--- config.mk ---
export PLATFORM = sky130hd
export DESIGN_NAME = rx_ring_ctrl
export DESIGN_NICKNAME = d
export VERILOG_FILES = /design/src/rtl/rxr_pkg.sv /design/src/rtl/rxr_datapath.sv /design/src/rtl/rxr_control.sv /design/src/rtl/rx_ring_ctrl.sv
export SDC_FILE = /design/constraint.sdc
export NUM_CORES = 1
export LEC_CHECK = 0
export BUFFER_PORTS_ARGS = -buffer_cell sky130_fd_sc_hd__buf_4
export CAP_MARGIN = 10
export CORE_ASPECT_RATIO = 0.9
export CORE_MARGIN = 1
export CORE_UTILIZATION = 35
export DETAILED_ROUTE_END_ITERATION = 7
export SLEW_MARGIN = 20
export SYNTH_ARGS = -nofsm -noshare
export SYNTH_HDL_FRONTEND = slang
export SYNTH_SLANG_ARGS = --single-unit
--- constraint.sdc ---
create_clock -name clk -period 4.4 [get_ports clk]
set_clock_uncertainty 0.15 [all_clocks]
set_input_delay 0.22 -clock clk [delete_from_list [all_inputs] [get_ports clk]]
set_output_delay 0.22 -clock clk [all_outputs]
set_load 0.01 [all_outputs]
--- src/rtl/rxr_pkg.sv ---
package rxr_pkg;

  typedef enum logic [1:0] {
    EN_STOP      = 2'b00,
    EN_PAUSE_EOF = 2'b01,
    EN_RUN       = 2'b10,
    EN_RSVD      = 2'b11
  } chanMode_e;

  typedef enum logic [1:0] {
    S_IDLE = 2'd0,
    S_WAIT = 2'd1,
    S_OPEN = 2'd2
  } ringState_e;

  typedef struct packed {
    logic fetch;
    logic load;
    logic close;
    logic irq;
  } dpStrobe_t;

  localparam int CFG_MODE_LSB = 30;
  localparam int CFG_LOG_LSB  = 20;
  localparam int CFG_SIZE_LSB = 16;
  localparam int CFG_DEST_LSB = 12;
  localparam int CFG_TMO_LSB  = 4;
  localparam int CFG_TMO_W    = 8;
  localparam logic [1:0] IRQ_TO_HOST = 2'b01;

endpackage

--- src/rtl/rxr_datapath.sv ---
module rxr_datapath
  import rxr_pkg::*;
#(
  parameter int IDX_W    = 12,
  parameter int DESC_W   = 28,
  parameter int ALIGN_SH = 8,
  parameter int STEP_LOG = 3,
  parameter int MIN_LOG  = 5,
  parameter int MAX_LOG  = 12
) (
  input  logic                       clk,
  input  logic                       rstN,
  input  logic [3:0]                 ringLog,
  input  logic [IDX_W-1:0]           hostWrIdx,
  input  logic                       hostWrStb,
  input  logic [DESC_W-1:0]          descRdData,
  input  dpStrobe_t                  strobe,
  output logic                       ringEmpty,
  output logic [IDX_W-1:0]           descRdIdx,
  output logic [DESC_W+ALIGN_SH-1:0] bufAddr,
  output logic                       statWrEn,
  output logic [IDX_W-1:0]           statWrIdx,
  output logic                       irq,
  output logic                       misuse
);

  localparam logic [IDX_W-1:0] STEP_MASK = {IDX_W{1'b1}} << STEP_LOG;

  logic [3:0]        logEff;
  logic [IDX_W-1:0]  ringMask;
  logic [IDX_W-1:0]  rdIdx, wrIdx, curIdx;
  logic [DESC_W-1:0] curDesc;
  logic              misaligned;

  always_comb begin
    if (ringLog < 4'(MIN_LOG))      logEff = 4'(MIN_LOG);
    else if (ringLog > 4'(MAX_LOG)) logEff = 4'(MAX_LOG);
    else                            logEff = ringLog;
    ringMask   = ~({IDX_W{1'b1}} << logEff);
    misaligned = hostWrIdx[STEP_LOG-1:0] != '0;
  end

  assign ringEmpty = rdIdx == wrIdx;
  assign descRdIdx = rdIdx;
  assign bufAddr   = {curDesc, {ALIGN_SH{1'b0}}};

  always_ff @(posedge clk) begin
    if (!rstN) begin
      wrIdx  <= '0;
      misuse <= 1'b0;
    end else if (hostWrStb) begin
      wrIdx <= hostWrIdx & ringMask & STEP_MASK;
      if (misaligned) misuse <= 1'b1;
    end
  end

  always_ff @(posedge clk) begin
    if (!rstN) begin
      rdIdx   <= '0;
      curIdx  <= '0;
      curDesc <= '0;
    end else if (strobe.load) begin
      rdIdx   <= (rdIdx + 1'b1) & ringMask;
      curIdx  <= rdIdx;
      curDesc <= descRdData;
    end
  end

  always_ff @(posedge clk) begin
    if (!rstN) begin
      statWrEn  <= 1'b0;
      statWrIdx <= '0;
      irq       <= 1'b0;
    end else begin
      statWrEn <= strobe.close;
      irq      <= strobe.irq;
      if (strobe.close) statWrIdx <= curIdx;
    end
  end

  assert_no_fetch_when_empty_R3: assert property (@(posedge clk) disable iff (!rstN)
    strobe.fetch |-> (rdIdx != wrIdx));

  assert_misuse_sticky_R4: assert property (@(posedge clk) disable iff (!rstN)
    misuse |=> misuse);

endmodule

--- src/rtl/rxr_control.sv ---
module rxr_control
  import rxr_pkg::*;
#(
  parameter int TMO_W = 8
) (
  input  logic             clk,
  input  logic             rstN,
  input  chanMode_e        mode,
  input  logic [TMO_W-1:0] tmoLimit,
  input  logic [1:0]       irqDest,
  input  logic             ringEmpty,
  input  logic             frameDone,
  input  logic             frameFull,
  input  logic             tick,
  output dpStrobe_t        strobe,
  output logic             bufValid,
  output logic             idle
);

  ringState_e       state, nextState;
  logic             run, active, hasFrame, tmoHit;
  logic [TMO_W-1:0] tmoCnt;

  always_comb begin
    run    = mode == EN_RUN;
    active = run || (mode == EN_PAUSE_EOF);
    tmoHit = tick && hasFrame && (tmoLimit != '0) &&
             (({1'b0, tmoCnt} + (TMO_W+1)'(1)) == {1'b0, tmoLimit});
    strobe    = '0;
    nextState = state;
    unique case (state)
      S_IDLE: if (run && !ringEmpty) begin
        strobe.fetch = 1'b1;
        nextState    = S_WAIT;
      end
      S_WAIT: begin
        strobe.load = 1'b1;
        nextState   = S_OPEN;
      end
      S_OPEN: if (active) begin
        if (frameDone) strobe.close = frameFull || (mode == EN_PAUSE_EOF);
        else           strobe.close = tmoHit;
        if (strobe.close) nextState = S_IDLE;
      end
      default: nextState = S_IDLE;
    endcase
    strobe.irq = strobe.close && (irqDest == IRQ_TO_HOST);
  end

  assign bufValid = (state == S_OPEN) && active;
  assign idle     = !run && (state != S_WAIT) &&
                    ((mode != EN_PAUSE_EOF) || (state == S_IDLE));

  always_ff @(posedge clk) begin
    if (!rstN) begin
      state    <= S_IDLE;
      hasFrame <= 1'b0;
      tmoCnt   <= '0;
    end else begin
      state <= nextState;
      if (strobe.load || strobe.close) begin
        hasFrame <= 1'b0;
        tmoCnt   <= '0;
      end else if (state == S_OPEN && active && frameDone) begin
        hasFrame <= 1'b1;
        tmoCnt   <= '0;
      end else if (state == S_OPEN && active && tick && hasFrame) begin
        tmoCnt <= tmoCnt + 1'b1;
      end
    end
  end

  assert_stop_keeps_buffer_R9: assert property (@(posedge clk) disable iff (!rstN)
    (state == S_OPEN && !active) |=> (state == S_OPEN));

  assert_close_drops_offer_R5: assert property (@(posedge clk) disable iff (!rstN)
    strobe.close |=> !bufValid);

  assert_load_follows_fetch_R11: assert property (@(posedge clk) disable iff (!rstN)
    strobe.fetch |=> strobe.load);

endmodule

--- src/rtl/rx_ring_ctrl.sv ---
module rx_ring_ctrl
  import rxr_pkg::*;
#(
  parameter int IDX_W    = 12,
  parameter int DESC_W   = 28,
  parameter int ALIGN_SH = 8,
  parameter int STEP_LOG = 3,
  parameter int MIN_LOG  = 5,
  parameter int MAX_LOG  = 12,
  parameter int SIZE_SH  = 12,
  localparam int ADDR_W  = DESC_W + ALIGN_SH,
  localparam int BYTES_W = SIZE_SH + 3
) (
  input  logic               clk,
  input  logic               rstN,
  input  logic [31:0]        cfgWord,
  input  logic [IDX_W-1:0]   hostWrIdx,
  input  logic               hostWrStb,
  output logic               descRdEn,
  output logic [IDX_W-1:0]   descRdIdx,
  input  logic [DESC_W-1:0]  descRdData,
  output logic               bufValid,
  output logic [ADDR_W-1:0]  bufAddr,
  output logic [BYTES_W-1:0] bufBytes,
  input  logic               frameDone,
  input  logic               frameFull,
  input  logic               tick32us,
  output logic               statWrEn,
  output logic [IDX_W-1:0]   statWrIdx,
  output logic               irq,
  output logic               idle,
  output logic               misuse
);

  chanMode_e            mode;
  logic [3:0]           ringLog;
  logic [1:0]           sizeCode, irqDest;
  logic [2:0]           sizeUnits;
  logic [CFG_TMO_W-1:0] tmoLimit;
  logic                 unusedCfgBits;
  dpStrobe_t            strobe;
  logic                 ringEmpty;

  assign mode      = chanMode_e'(cfgWord[CFG_MODE_LSB +: 2]);
  assign ringLog   = cfgWord[CFG_LOG_LSB +: 4];
  assign sizeCode  = cfgWord[CFG_SIZE_LSB +: 2];
  assign irqDest   = cfgWord[CFG_DEST_LSB +: 2];
  assign tmoLimit  = cfgWord[CFG_TMO_LSB +: CFG_TMO_W];
  assign unusedCfgBits = ^{cfgWord[29:24], cfgWord[19:18], cfgWord[15:14], cfgWord[3:0]};

  assign sizeUnits = {1'b0, sizeCode} + 3'd1;
  assign bufBytes  = {sizeUnits, {SIZE_SH{1'b0}}};
  assign descRdEn  = strobe.fetch;

  rxr_control #(.TMO_W(CFG_TMO_W)) u_ctrl (
    .clk       (clk),
    .rstN      (rstN),
    .mode      (mode),
    .tmoLimit  (tmoLimit),
    .irqDest   (irqDest),
    .ringEmpty (ringEmpty),
    .frameDone (frameDone),
    .frameFull (frameFull),
    .tick      (tick32us),
    .strobe    (strobe),
    .bufValid  (bufValid),
    .idle      (idle)
  );

  rxr_datapath #(
    .IDX_W    (IDX_W),
    .DESC_W   (DESC_W),
    .ALIGN_SH (ALIGN_SH),
    .STEP_LOG (STEP_LOG),
    .MIN_LOG  (MIN_LOG),
    .MAX_LOG  (MAX_LOG)
  ) u_dp (
    .clk        (clk),
    .rstN       (rstN),
    .ringLog    (ringLog),
    .hostWrIdx  (hostWrIdx),
    .hostWrStb  (hostWrStb),
    .descRdData (descRdData),
    .strobe     (strobe),
    .ringEmpty  (ringEmpty),
    .descRdIdx  (descRdIdx),
    .bufAddr    (bufAddr),
    .statWrEn   (statWrEn),
    .statWrIdx  (statWrIdx),
    .irq        (irq),
    .misuse     (misuse)
  );

  assert_irq_with_status_R7: assert property (@(posedge clk) disable iff (!rstN)
    irq |-> statWrEn);

endmodule

==> results of run 1 <==
report_power, final:
group,internal (µW),total [µW],switching (µW)
Clock,412,720,308
Combinational,101,189,87.8
Sequential,802,813,10.4
Total,1320,1720,406
metal layers:
| layer | vias to the layer above | GRT usage, % | part of all wire, % |
|---|---|---|---|
| met5 | - | 0 | 0 |
| met4 | 0 | 4.76 | 1.1 |
| met3 | 7 | 7.19 | 7.1 |
| met2 | 107 | 27.8 | 47 |
| met1 | 1655 | 20.2 | 45 |
| li1 | 1844 | - | - |
registers in the layout (all words and copies together) (netlist names):
register	cells
u_ctrl.hasFrame	1
u_ctrl.state	2
u_ctrl.tmoCnt	8
u_dp.curDesc	28
u_dp.curIdx	12
u_dp.descRdIdx	12
u_dp.irq	1
u_dp.misuse	1
u_dp.statWrEn	1
u_dp.statWrIdx	12
u_dp.wrIdx	9
layout by cell type (no fill, tap or decap), drive strengths merged, types with 6 or more instances in the layout:
cell type,count
and2,8
dfxtp,87
buf,125
inv,8
nor2b,6
nand2b,8
a21boi,47
ha,6
nor2,17
a21oi,9
o21ai,7
nand4,9
mux2i,15
dlygate4sd3,30
nand3,11
conb,20
clkbuf,13
nand2,123
xor2,15
xnor2,20
logic make-up after synthesis:
group	after synthesis
compound gates	79
xor+xnor	35
fa+ha+maj	6
buf+inv	58
flops	87
mux	15
other cells	1
simple gates	206
worst max-delay path by stage:
| stage | endpoint | slack [ps] | cells after the start |
|---|---|---|---|
| 2_1_floorplan | u_dp.statWrIdx[10] | 1870 | 8 |
| 3_5_place_dp | u_dp.statWrIdx[8] | 1450 | 7 |
| 6_report | u_dp.statWrIdx[8] | 1450 | 7 |
| 3_3_place_gp | u_dp.irq | 1500 | 7 |
| 4_1_cts | u_dp.statWrIdx[8] | 1430 | 7 |
| 5_1_grt | u_dp.statWrIdx[8] | 1240 | 7 |
cell type report:
type,count,area (µm²)
repair buffers,155,1240
inverters,8,30.0
clock buffers,13,260
flip-flops and latches,87,1740
fillers,1080,5810
clock inverters,3,17.5
multi-input cells,361,2150
well taps,156,195
worst max-delay path, stage by stage (launching register included):
cell,delay [ps]
dfxtp_1,430
ha_1,290
xor2_1,160
or4_1,480
nor4_2,250
o2111ai_2,230
a21oi_4,590
mux2i_1,270
per-stage QoR:
stage	instances	instance area, µm²
2_1_floorplan	506	4180
3_3_place_gp	737	5050
3_5_place_dp	737	5050
4_1_cts	782	5620
5_1_grt	783	5630
6_report	783	5630
timing repair:
| item | CTS | global route |
|---|---|---|
| hold buffers | 29 | 1 |
| hold endpoints to repair | 29 | 1 |
| setup endpoints to repair | 0 | 0 |
==> impl_results.md, run 1 <==
- Initial antenna violation count: 0
- #FFs+latches synth: 87
- R2r setup slk: 1450 ps
- Slew HR: 31.9%
- Yosys cell types: between 40 and 50
- Fmax achieved: 0.339 GHz
- Outcome: completed
- Die ar.: 12200 µm²
- CTS clk-pin slew, worst paths: 60 ps
- Post-layout nets: approximately 710
- Root buffer cell: clkbuf_16
- R2R depth: 7
- All-Layer GR Usage: 17.0%
- Number of synthesis warnings: 0
- Setup TNS: 0 ps
- Clock sinks: 87
- Crit end category: flop
- Max Transition Viols Final: 0
- Postcts setup bufs: 0
- Kind of critical path: reg -> reg
- RSZ-0062 raised after global routing: no
- Area added between synthesis and finish: 37.0%
- Hold Path Stages: 3
- Worst path required time: 4510 ps
- Initial drt markers: about 230
- Combinational family with the most area after synthesis: simple AND/OR/NAND/NOR gates
- CTS H-tree depth: 3
- Total CTS buffers: 9
- CP startpoint: u_ctrl.tmoCnt[0]
- Lkg Pwr: around 0.0023 µW
- Tcrit/Tclk final: around 67%
- R2r endpoint: u_dp.statWrIdx[8]
- # resized after CTS: 0
- HP Start: descRdData[10]
- Post-route ant nets: 0
- Router iterations before antenna repair: 6
- Setup Slack @ Placement: roughly 1500 ps
- PwrDens: 306 nW/µm²
- Adder-cell share of the synthesized area: 1.83%
- Yosys top cell area share: 42.4%
- # DRC: 0
- Number of global-route vias before repair: 3439
- Setup violators final: 0
- Tot Pwr: 1720 µW
- Worst-skew pair later-pin latency: ~340 ps
- Worst-path maximum fanout: 15
- GPL Wtd Cong: 0.803
- # rows: 37
- Syn_area_per_cell: 8.44 µm²
- CTS tree: done
- Top post-synthesis cells by count: nand2_1, dfxtp_1, a21boi_0, clkbuf_1
- Post-synth ARST share: 0%
- N_diodes: 0
- Post-Synth Simple-Gate Area: 23.0%
- Post-synthesis cell area: 4110 µm²
- Worst-Margin Slew: 1020 ps
- Synth Flop Type: dfxtp_1
- Compound-gate portion of the synthesized area: around 14%
- Layout cell share with drive strength beyond 1: 23.3%
- Sink of the worst hold path: u_dp.curDesc[10]
- CP Launch Type: flop
- Dpl hpwl: 6510 µm
- Total number of vias: 3613
- Multiplexer share of the synthesized area: 3.65%
- Core outline area: between 10000 and 15000 µm²
- Util after Layout: 49.2%
- Synth Instances: 487
- Critical Path AT: 3060 ps
- Worst Hold Class: in -> reg
- DR WL/cell: 12.5 µm
- Most common cell in the netlist: nand2_1
- Die X: roughly 120 µm
- Port bufs: 124
- Post-synth top area cell: dfxtp_1
- Max-cap viol count: 0
- Routed Wire Length: 9760 µm
- Hold Vio Cnt, Final: 0
- Max Root-Sink Buffers: 2
- WHS: 17.8 ps
- Chip height: 105 µm
- Vias per std cell: 4.61
- Remaining global-route overflow: 0
- EDFF count, synth: 0
- Worst r2r src: u_ctrl.tmoCnt[0]
- First-pass GRT wire length: 16200 µm
- Largest net degree at the start of global routing: 92
- Final worst setup slack: 1450 ps
- Starting Density: between 30% and 40%
- XOR/XNOR Fraction of Synth Area: 7.46%
- Sequential area share after synthesis: a little over two fifths
- Top post-synthesis cells by area: dfxtp_1, nand2_1, a21boi_0
- Peak VDD IR: 0.000284 V
- Post-route minimum period: 2950 ps
- Ports: 159
(Power assumes the default switching activity.)
==> inputs of run 2 (changes only) <==
==> constraint.sdc (replaced) <==
create_clock -name clk -period 2.7 [get_ports clk]
set_clock_uncertainty 0.15 [all_clocks]
set_input_delay 0.135 -clock clk [delete_from_list [all_inputs] [get_ports clk]]
set_output_delay 0.135 -clock clk [all_outputs]
set_load 0.01 [all_outputs]
==> run 2 against run 1 <==
Power up 68%. Register-to-register slack got worse by 1300 ps. Sequential power grew 62%. First-iteration DRC count shrank 14%. Global-route usage increased by 0.93 points.
==> impl_results.md, run 2 (same netlist as run 1, synthesis figures left out) <==
- Layout cell share with drive strength beyond 1: 24.0% (was 23.3%)
- Clock sinks: 87 (unchanged)
- Hold Vio Cnt, Final: 0 (unchanged)
- DR WL/cell: 12.6 µm (was 12.5 µm)
- CTS tree: done (unchanged)
- Pint: 2210 µW (was 1320 µW)
- Setup TNS: 0 ps (unchanged)
- Kind of critical path: reg -> reg (unchanged)
- Root buffer cell: clkbuf_16 (unchanged)
- All-Layer GR Usage: 18.0% (was 17.0%)
- Max Root-Sink Buffers: 2 (unchanged)
- Vias per std cell: 4.66 (was 4.61)
- Max-cap viol count: 0 (unchanged)
- Routed Wire Length: 10200 µm (was 9760 µm)
- Worst-path maximum fanout: 15 (unchanged)
- Post-route minimum period: 2520 ps (was 2950 ps)
- Router iterations before antenna repair: 6 (unchanged)
- HP Start: cfgWord[22] (was descRdData[10])
- GPL Wtd Cong: 0.827 (was 0.803)
- P_sw: 684 µW (was 406 µW)
- Initial drt markers: 197 (was 228)
- Fmax achieved: 0.396 GHz (was 0.339 GHz)
- Number of global-route vias before repair: 3721 (was 3439)
- Part of the power in registers: 45.7% (was 47.2%)
- Commonest cells after routing, fill and taps aside: buf_4, nand2_1, dfxtp_1 (unchanged)
- Power share of the clock group: 42.8% (was 41.8%)
- Worst r2r src: u_ctrl.tmoCnt[1] (was u_ctrl.tmoCnt[0])
- Biggest register: u_dp.curDesc (unchanged)
- Total CTS buffers: 9 (unchanged)
- Sw frac: 23.6% (about the same)
- Commonest non-fill, non-tap cell in the layout: buf_4 (unchanged)
- Die ar.: 12200 µm² (unchanged)
- Worst Hold Class: in -> reg (unchanged)
- PwrDens: 493 nW/µm² (was 306 nW/µm²)
- Fillcell total: 1117 (was 1080)
- Crit end category: flop (unchanged)
- Worst-Margin Slew: 490 ps (was 1020 ps)
- Total number of vias: 3758 (was 3613)
- Port bufs: 124 (unchanged)
- Critical-path cell list: ha_1, xor2_1, or4_1, nor4_2, o2111ai_2, a21oi_4, buf_12, mux2i_1 (was ha_1, xor2_1, or4_1, nor4_2, o2111ai_2, a21oi_4, mux2i_1)
- Chip height: 105 µm (unchanged)
- Initial antenna violation count: 0 (unchanged)
- Remaining global-route overflow: 0 (unchanged)
- Setup violators final: 0 (unchanged)
- Outcome: completed (unchanged)
- Core outline area: 11400 µm² (unchanged)
- Ports: 159 (unchanged)
- Dpl hpwl: 6890 µm (was 6510 µm)
- Worst-skew pair later-pin latency: 340 ps (about the same)
- CTS H-tree depth: 3 (unchanged)
- DP Area: 5120 µm² (was 5050 µm²)
- Starting Density: 35.9% (unchanged)
- Peak VDD IR: 0.000315 V (was 0.000284 V)
- First-pass GRT wire length: 17200 µm (was 16200 µm)
- Tcrit/Tclk final: 93.5% (was 67.1%)
- Lkg Pwr: 0.00240 µW (was 0.00229 µW)
- Largest net degree at the start of global routing: 46 (was 92)
- Worst path required time: 2820 ps (was 4510 ps)
- Worst path max stage delay: 490 ps (was 590 ps)
- Max Transition Viols Final: 0 (unchanged)
- Final worst setup slack: 177 ps (was 1450 ps)
- Setup Slack @ Placement: 126 ps (was 1450 ps)
- Combinational power share: 11.4% (was 11.0%)
- Critical Path Slowest Stage Cell: or4_1 (was a21oi_4)
- Cell area after layout: 5870 µm² (was 5630 µm²)
- RSZ-0062 raised after global routing: no (unchanged)
- # rows: 37 (unchanged)
- Area added between synthesis and finish: 42.9% (was 37.0%)
- CP startpoint: u_ctrl.tmoCnt[1] (was u_ctrl.tmoCnt[0])
- # DRC: 0 (unchanged)
- N_diodes: 0 (unchanged)
- Die X: 116 µm (unchanged)
- Delay-heaviest family, CP: simple AND/OR/NAND/NOR gates (was compound AO/OA/AOI/OAI gates)
- Post-route ant nets: 0 (unchanged)
- Post-layout nets: 729 (was 706)
- Crit path buffers/inverters: 1 (was 0)
- Slew HR: 67.0% (was 31.9%)
- Critical Path AT: 2640 ps (was 3060 ps)
- CP Launch Type: flop (unchanged)
- CTS clk-pin slew, worst paths: 60 ps (about the same)
- Max reg flops: 28 (unchanged)
[run 2: cell types whose count changed in the layout (fill, tap and decap cells not counted)]
cell / change
dlygate4sd3_1: +15
buf_4: +7
clkbuf_8: -2
inv_6: +2
buf_12: +1
bufinv_16: +1
clkbuf_1: -1
clkinv_2: -1
clkinvlp_4: +1
dfxtp_1: -1
dfxtp_2: +1
[run 2: path summary, 6_finish.rpt]
check                                          end  slack, ps  cells after the start
worst min-delay path            u_dp.descRdIdx[11]         20                      3
worst min register to register   u_dp.statWrIdx[5]        310                      2
worst max-delay path             u_dp.statWrIdx[8]        180                      8
worst max register to register   u_dp.statWrIdx[8]        180                      8
[run 2: power by group through the flow]
stage	Combinational [µW]	Sequential (µW)	Clock, µW
floorplan	154	1360	0
CTS	332	1320	1280
detailed placement	281	1350	0
global placement	278	1350	0
global route	367	1330	1340
finish	331	1320	1240
[run 2: layer usage]
layer	GRT usage [%]	up-vias	wire [µm]	part of all wire, %
li1	-	1894	-	-
met1	21.0	1709	4320	43
met2	29.8	138	4820	47
met3	5.92	17	770	7.6
met4	7.51	0	234	2.3
met5	0	-	0	0
[run 2: metrics by stage]
step                util, %  hold slack, ps  total power (µW)  instances
floorplan                 -             130              1510        506
global placement       44.7             246              1630        744
detailed placement     44.7             255              1630        744
CTS                    51.3            5.82              2940        805
global route           51.4            49.1              3030        806
finish                 51.4            22.0              2900        806
[run 2: tightest hold or removal path, delay by kind of cell]
kind / cells / cell delay, ps
compound gates: 1 / 140
buf+inv: 1 / 130
simple gates: 1 / 50
[run 2: what timing repair did]
item | CTS | global route
buffers inserted | 0 | 1
endpoints found under the hold margin | 41 | 0
hold buffers | 45 | 0
gates resized for setup | 0 | 1
setup endpoints to repair | 0 | 13
[run 2: area by class of cell]
cell class | count | area, µm² | area share, %
clock buffer | 10 | 229 | 3.90
clock inverter | 6 | 67.6 | 1.15
inverter | 8 | 30.0 | 0.511
multi-input combinational | 361 | 2150 | 36.5
sequential | 87 | 1740 | 29.7
tap | 156 | 195 | 3.32
timing repair buffer | 178 | 1460 | 24.9
==> inputs of run 3 (changes only) <==
--- a/config.mk
+++ b/config.mk
@@ -5,12 +5,14 @@
 export SDC_FILE = /design/constraint.sdc
 export NUM_CORES = 1
 export LEC_CHECK = 0
+export ABC_AREA = 1
 export BUFFER_PORTS_ARGS = -buffer_cell sky130_fd_sc_hd__buf_4
 export CAP_MARGIN = 10
 export CORE_ASPECT_RATIO = 0.9
 export CORE_MARGIN = 1
 export CORE_UTILIZATION = 35
 export DETAILED_ROUTE_END_ITERATION = 7
+export GPL_ROUTABILITY_DRIVEN = 0
 export SLEW_MARGIN = 20
 export SYNTH_ARGS = -nofsm -noshare
 export SYNTH_HDL_FRONTEND = slang
==> run 3 against run 2 <==
Critical path depth increased by 4. Worst hold slack gained 74 ps. Core utilization grew 1.1 points. Flip-flop and latch count stayed put. Die area is 1.4% lower. Sequential share of layout area rose by 0.41 points.
==> impl_results.md, run 3 <==
- Outcome: completed (unchanged)
- Post-Synth Simple-Gate Area: 30.1% (was 23.0%)
- All-Layer GR Usage: 19.0% (was 18.0%)
- Compound-gate portion of the synthesized area: 12.4% (was 14.2%)
- Multiplexer share of the synthesized area: 0% (was 3.65%)
- Syn_area_per_cell: 6.99 µm² (was 8.44 µm²)
- Die ar.: 12000 µm² (was 12200 µm²)
- Crit end category: flop (unchanged)
- Initial antenna violation count: 0 (unchanged)
- Synth Instances: 580 (was 487)
- Vias per std cell: 4.59 (was 4.66)
- Sequential area share after synthesis: 43.0% (was 42.4%)
- Post-route ant nets: 0 (unchanged)
- N_diodes: 0 (unchanged)
- Commonest non-fill, non-tap cell in the layout: buf_4 (unchanged)
- CTS tree: done (unchanged)
- Crit path buffers/inverters: 0 (was 1)
- Die X: 115 µm (was 116 µm)
- Fmax achieved: 0.429 GHz (was 0.396 GHz)
- Router iterations before antenna repair: 4 (was 6)
- Root buffer cell: clkbuf_16 (unchanged)
- Top post-synthesis cells by area: dfxtp_1, nor2_1, nand2_1 (was dfxtp_1, nand2_1, a21boi_0)
- Synth Flop Type: dfxtp_1 (unchanged)
- Most common cell in the netlist: nor2_1 (was nand2_1)
- Ports: 159 (unchanged)
- Core outline area: 11000 µm² (was 11400 µm²)
- Post-synthesis cell area: 4050 µm² (was 4110 µm²)
- Inst Count DP: 841 (was 744)
- DR WL/cell: 12.3 µm (was 12.6 µm)
- Port bufs: 124 (unchanged)
- # DRC: 0 (unchanged)
- Total number of vias: 4136 (was 3758)
- Worst-skew pair later-pin latency: 340 ps (about the same)
- CTS H-tree depth: 3 (unchanged)
- Adder-cell share of the synthesized area: 1.85% (was 1.83%)
- Clock sinks: 87 (unchanged)
- Layout cell share with drive strength beyond 1: 22.5% (was 24.0%)
- Post-layout nets: 829 (was 729)
- Commonest cells after routing, fill and taps aside: buf_4, nor2_1, nand2_1 (was buf_4, nand2_1, dfxtp_1)
- RSZ-0062 raised after global routing: no (unchanged)
- Worst-Margin Slew: 534 ps (was 490 ps)
- Yosys cell types: 35 (was 45)
- CP dominant cell by count: nand2_1
- Hold Vio Cnt, Final: 0 (unchanged)
- Max-cap viol count: 0 (unchanged)
- Worst path required time: 2790 ps (was 2820 ps)
- Lkg Pwr: 0.00271 µW (was 0.00240 µW)
- CP Launch Type: flop (unchanged)
- Worst path max stage delay: 460 ps (was 490 ps)
- Initial drt markers: 176 (was 197)
- Kind of critical path: reg -> reg (unchanged)
- Dpl hpwl: 7450 µm (was 6890 µm)
- Max Root-Sink Buffers: 2 (unchanged)
- Worst-path maximum fanout: 12 (was 15)
- Largest net degree at the start of global routing: 61 (was 46)
- Setup TNS: 0 ps (unchanged)
- Fillcell total: 1090 (was 1117)
- Critical Path AT: 2410 ps (was 2640 ps)
- Worst Hold Class: in -> reg (unchanged)
- Total CTS buffers: 9 (unchanged)
- Top post-synthesis cells by count: nor2_1, nand2_1, dfxtp_1, inv_1, o21ai_0 (was nand2_1, dfxtp_1, a21boi_0, clkbuf_1)
- CTS clk-pin slew, worst paths: 60 ps (about the same)
- Post-Layout Cell Count: 902 (was 806)
- Util after Layout: 52.4% (was 51.4%)
- PwrDens: 501 nW/µm² (was 493 nW/µm²)
- Max Transition Viols Final: 0 (unchanged)
- # rows: 36 (was 37)
- EDFF count, synth: 0 (unchanged)
- Yosys top cell area share: 43.0% (was 42.4%)
- Critical Path Slowest Stage Cell: dfxtp_1 (was or4_1)
- Combinational family with the most area after synthesis: simple AND/OR/NAND/NOR gates (unchanged)
- Peak VDD IR: 0.000265 V (was 0.000315 V)
- Number of synthesis warnings: 0 (unchanged)
- Max reg flops: 28 (unchanged)
- #FFs+latches synth: 87 (unchanged)
- Post-synth ARST share: 0% (unchanged)
- Setup violators final: 0 (unchanged)
- Chip height: 104 µm (was 105 µm)
- Biggest register: u_dp.curDesc (unchanged)
- Routed Wire Length: 11100 µm (was 10200 µm)
- Area added between synthesis and finish: 42.9% (about the same)
- Delay-heaviest family, CP: simple AND/OR/NAND/NOR gates (unchanged)
- XOR/XNOR Fraction of Synth Area: 1.30% (was 7.46%)
- Post-route minimum period: 2330 ps (was 2520 ps)
- Postcts setup bufs: 0 (unchanged)
- Number of global-route vias before repair: 3948 (was 3721)
- Slew HR: 64.4% (was 67.0%)
- Critical-path cell list: ha_1, nand4_1, nor2_1, nand2_1, nand2_1, nand2_1, nand2_1, nand3_1, nand2_2, nand3_2, nor2_1, nor2_1 (was ha_1, xor2_1, or4_1, nor4_2, o2111ai_2, a21oi_4, buf_12, mux2i_1)
- Remaining global-route overflow: 0 (unchanged)
- Tcrit/Tclk final: 86.3% (was 93.5%)
- First-pass GRT wire length: 18100 µm (was 17200 µm)
- Starting Density: 36.7% (was 35.9%)
- Post-synth top area cell: dfxtp_1 (unchanged)
==> run 3: metrics by stage <==
step	cell area (µm²)	hold slack [ps]	power, µW	worst slack (ps)
floorplan	4120	79.1	1570	735
global placement	5060	206	1720	272
detailed placement	5060	211	1720	215
CTS	5770	88.0	2920	196
global route	5790	124	3050	58.1
finish	5790	96.1	2900	371
==> run 3: cell type report <==
cell class                      count  area [µm²]  share of cell area [%]
Multi-Input combinational cell    415        1950                    33.7
Sequential cell                    87        1740                    30.1
Timing Repair Buffer              174        1420                    24.5
Clock buffer                       10         229                    3.96
Inverter                           58         218                    3.76
Tap cell                          152         190                    3.29
Clock inverter                      6        45.0                   0.778
==> run 3: routing by layer <==
metal | up-vias | global-route usage, % | wire, µm
li1 | 2140 | - | -
met1 | 1857 | 23.6 | 5020
met2 | 128 | 31.9 | 5160
met3 | 11 | 5.01 | 743
met4 | 0 | 5.29 | 126
met5 | - | 0 | 0
==> run 3: cell families (layout without fill, tap and decap cells) <==
family                     after synthesis  in the layout
DFF                                     87             87
buffers and inverters                   98            248
xor gates and xnor gates                 6              6
other                                    1             20
and+or+nand+nor                        288            289
AOI/OAI and AO/OA                       94             94
adders and majority gates                6              6
==> run 3: where the power goes <==
part / switching (µW) / internal (µW) / leakage [µW] / total (µW)
registers: 28.2 / 1330 / 0.000706 / 1360
clock network: 524 / 628 / 0.000126 / 1150
logic: 193 / 196 / 0.00188 / 390
==> run 3: worst paths after layout <==
path	depth (start not counted)	slack, ps	to	start
worst min-delay path	4	100	u_dp.wrIdx[10]	rstN
worst max register to register	12	370	u_dp.statWrIdx[8]	u_ctrl.tmoCnt[0]
worst max-delay path	12	370	u_dp.statWrIdx[8]	u_ctrl.tmoCnt[0]
worst min register to register	2	310	u_dp.curIdx[0]	u_dp.curIdx[0]
==> run 3: timing repair <==
item                                    CTS  global route
gates resized for setup                   0             1
endpoints found under the setup margin    0            11
hold endpoints to repair                 40             0
hold buffers                             44             0
==> run 3: worst min-delay path, cell delays in order <==
cell	delay, ps
buf_4	80
inv_1	30
buf_4	190
nor2_1	100
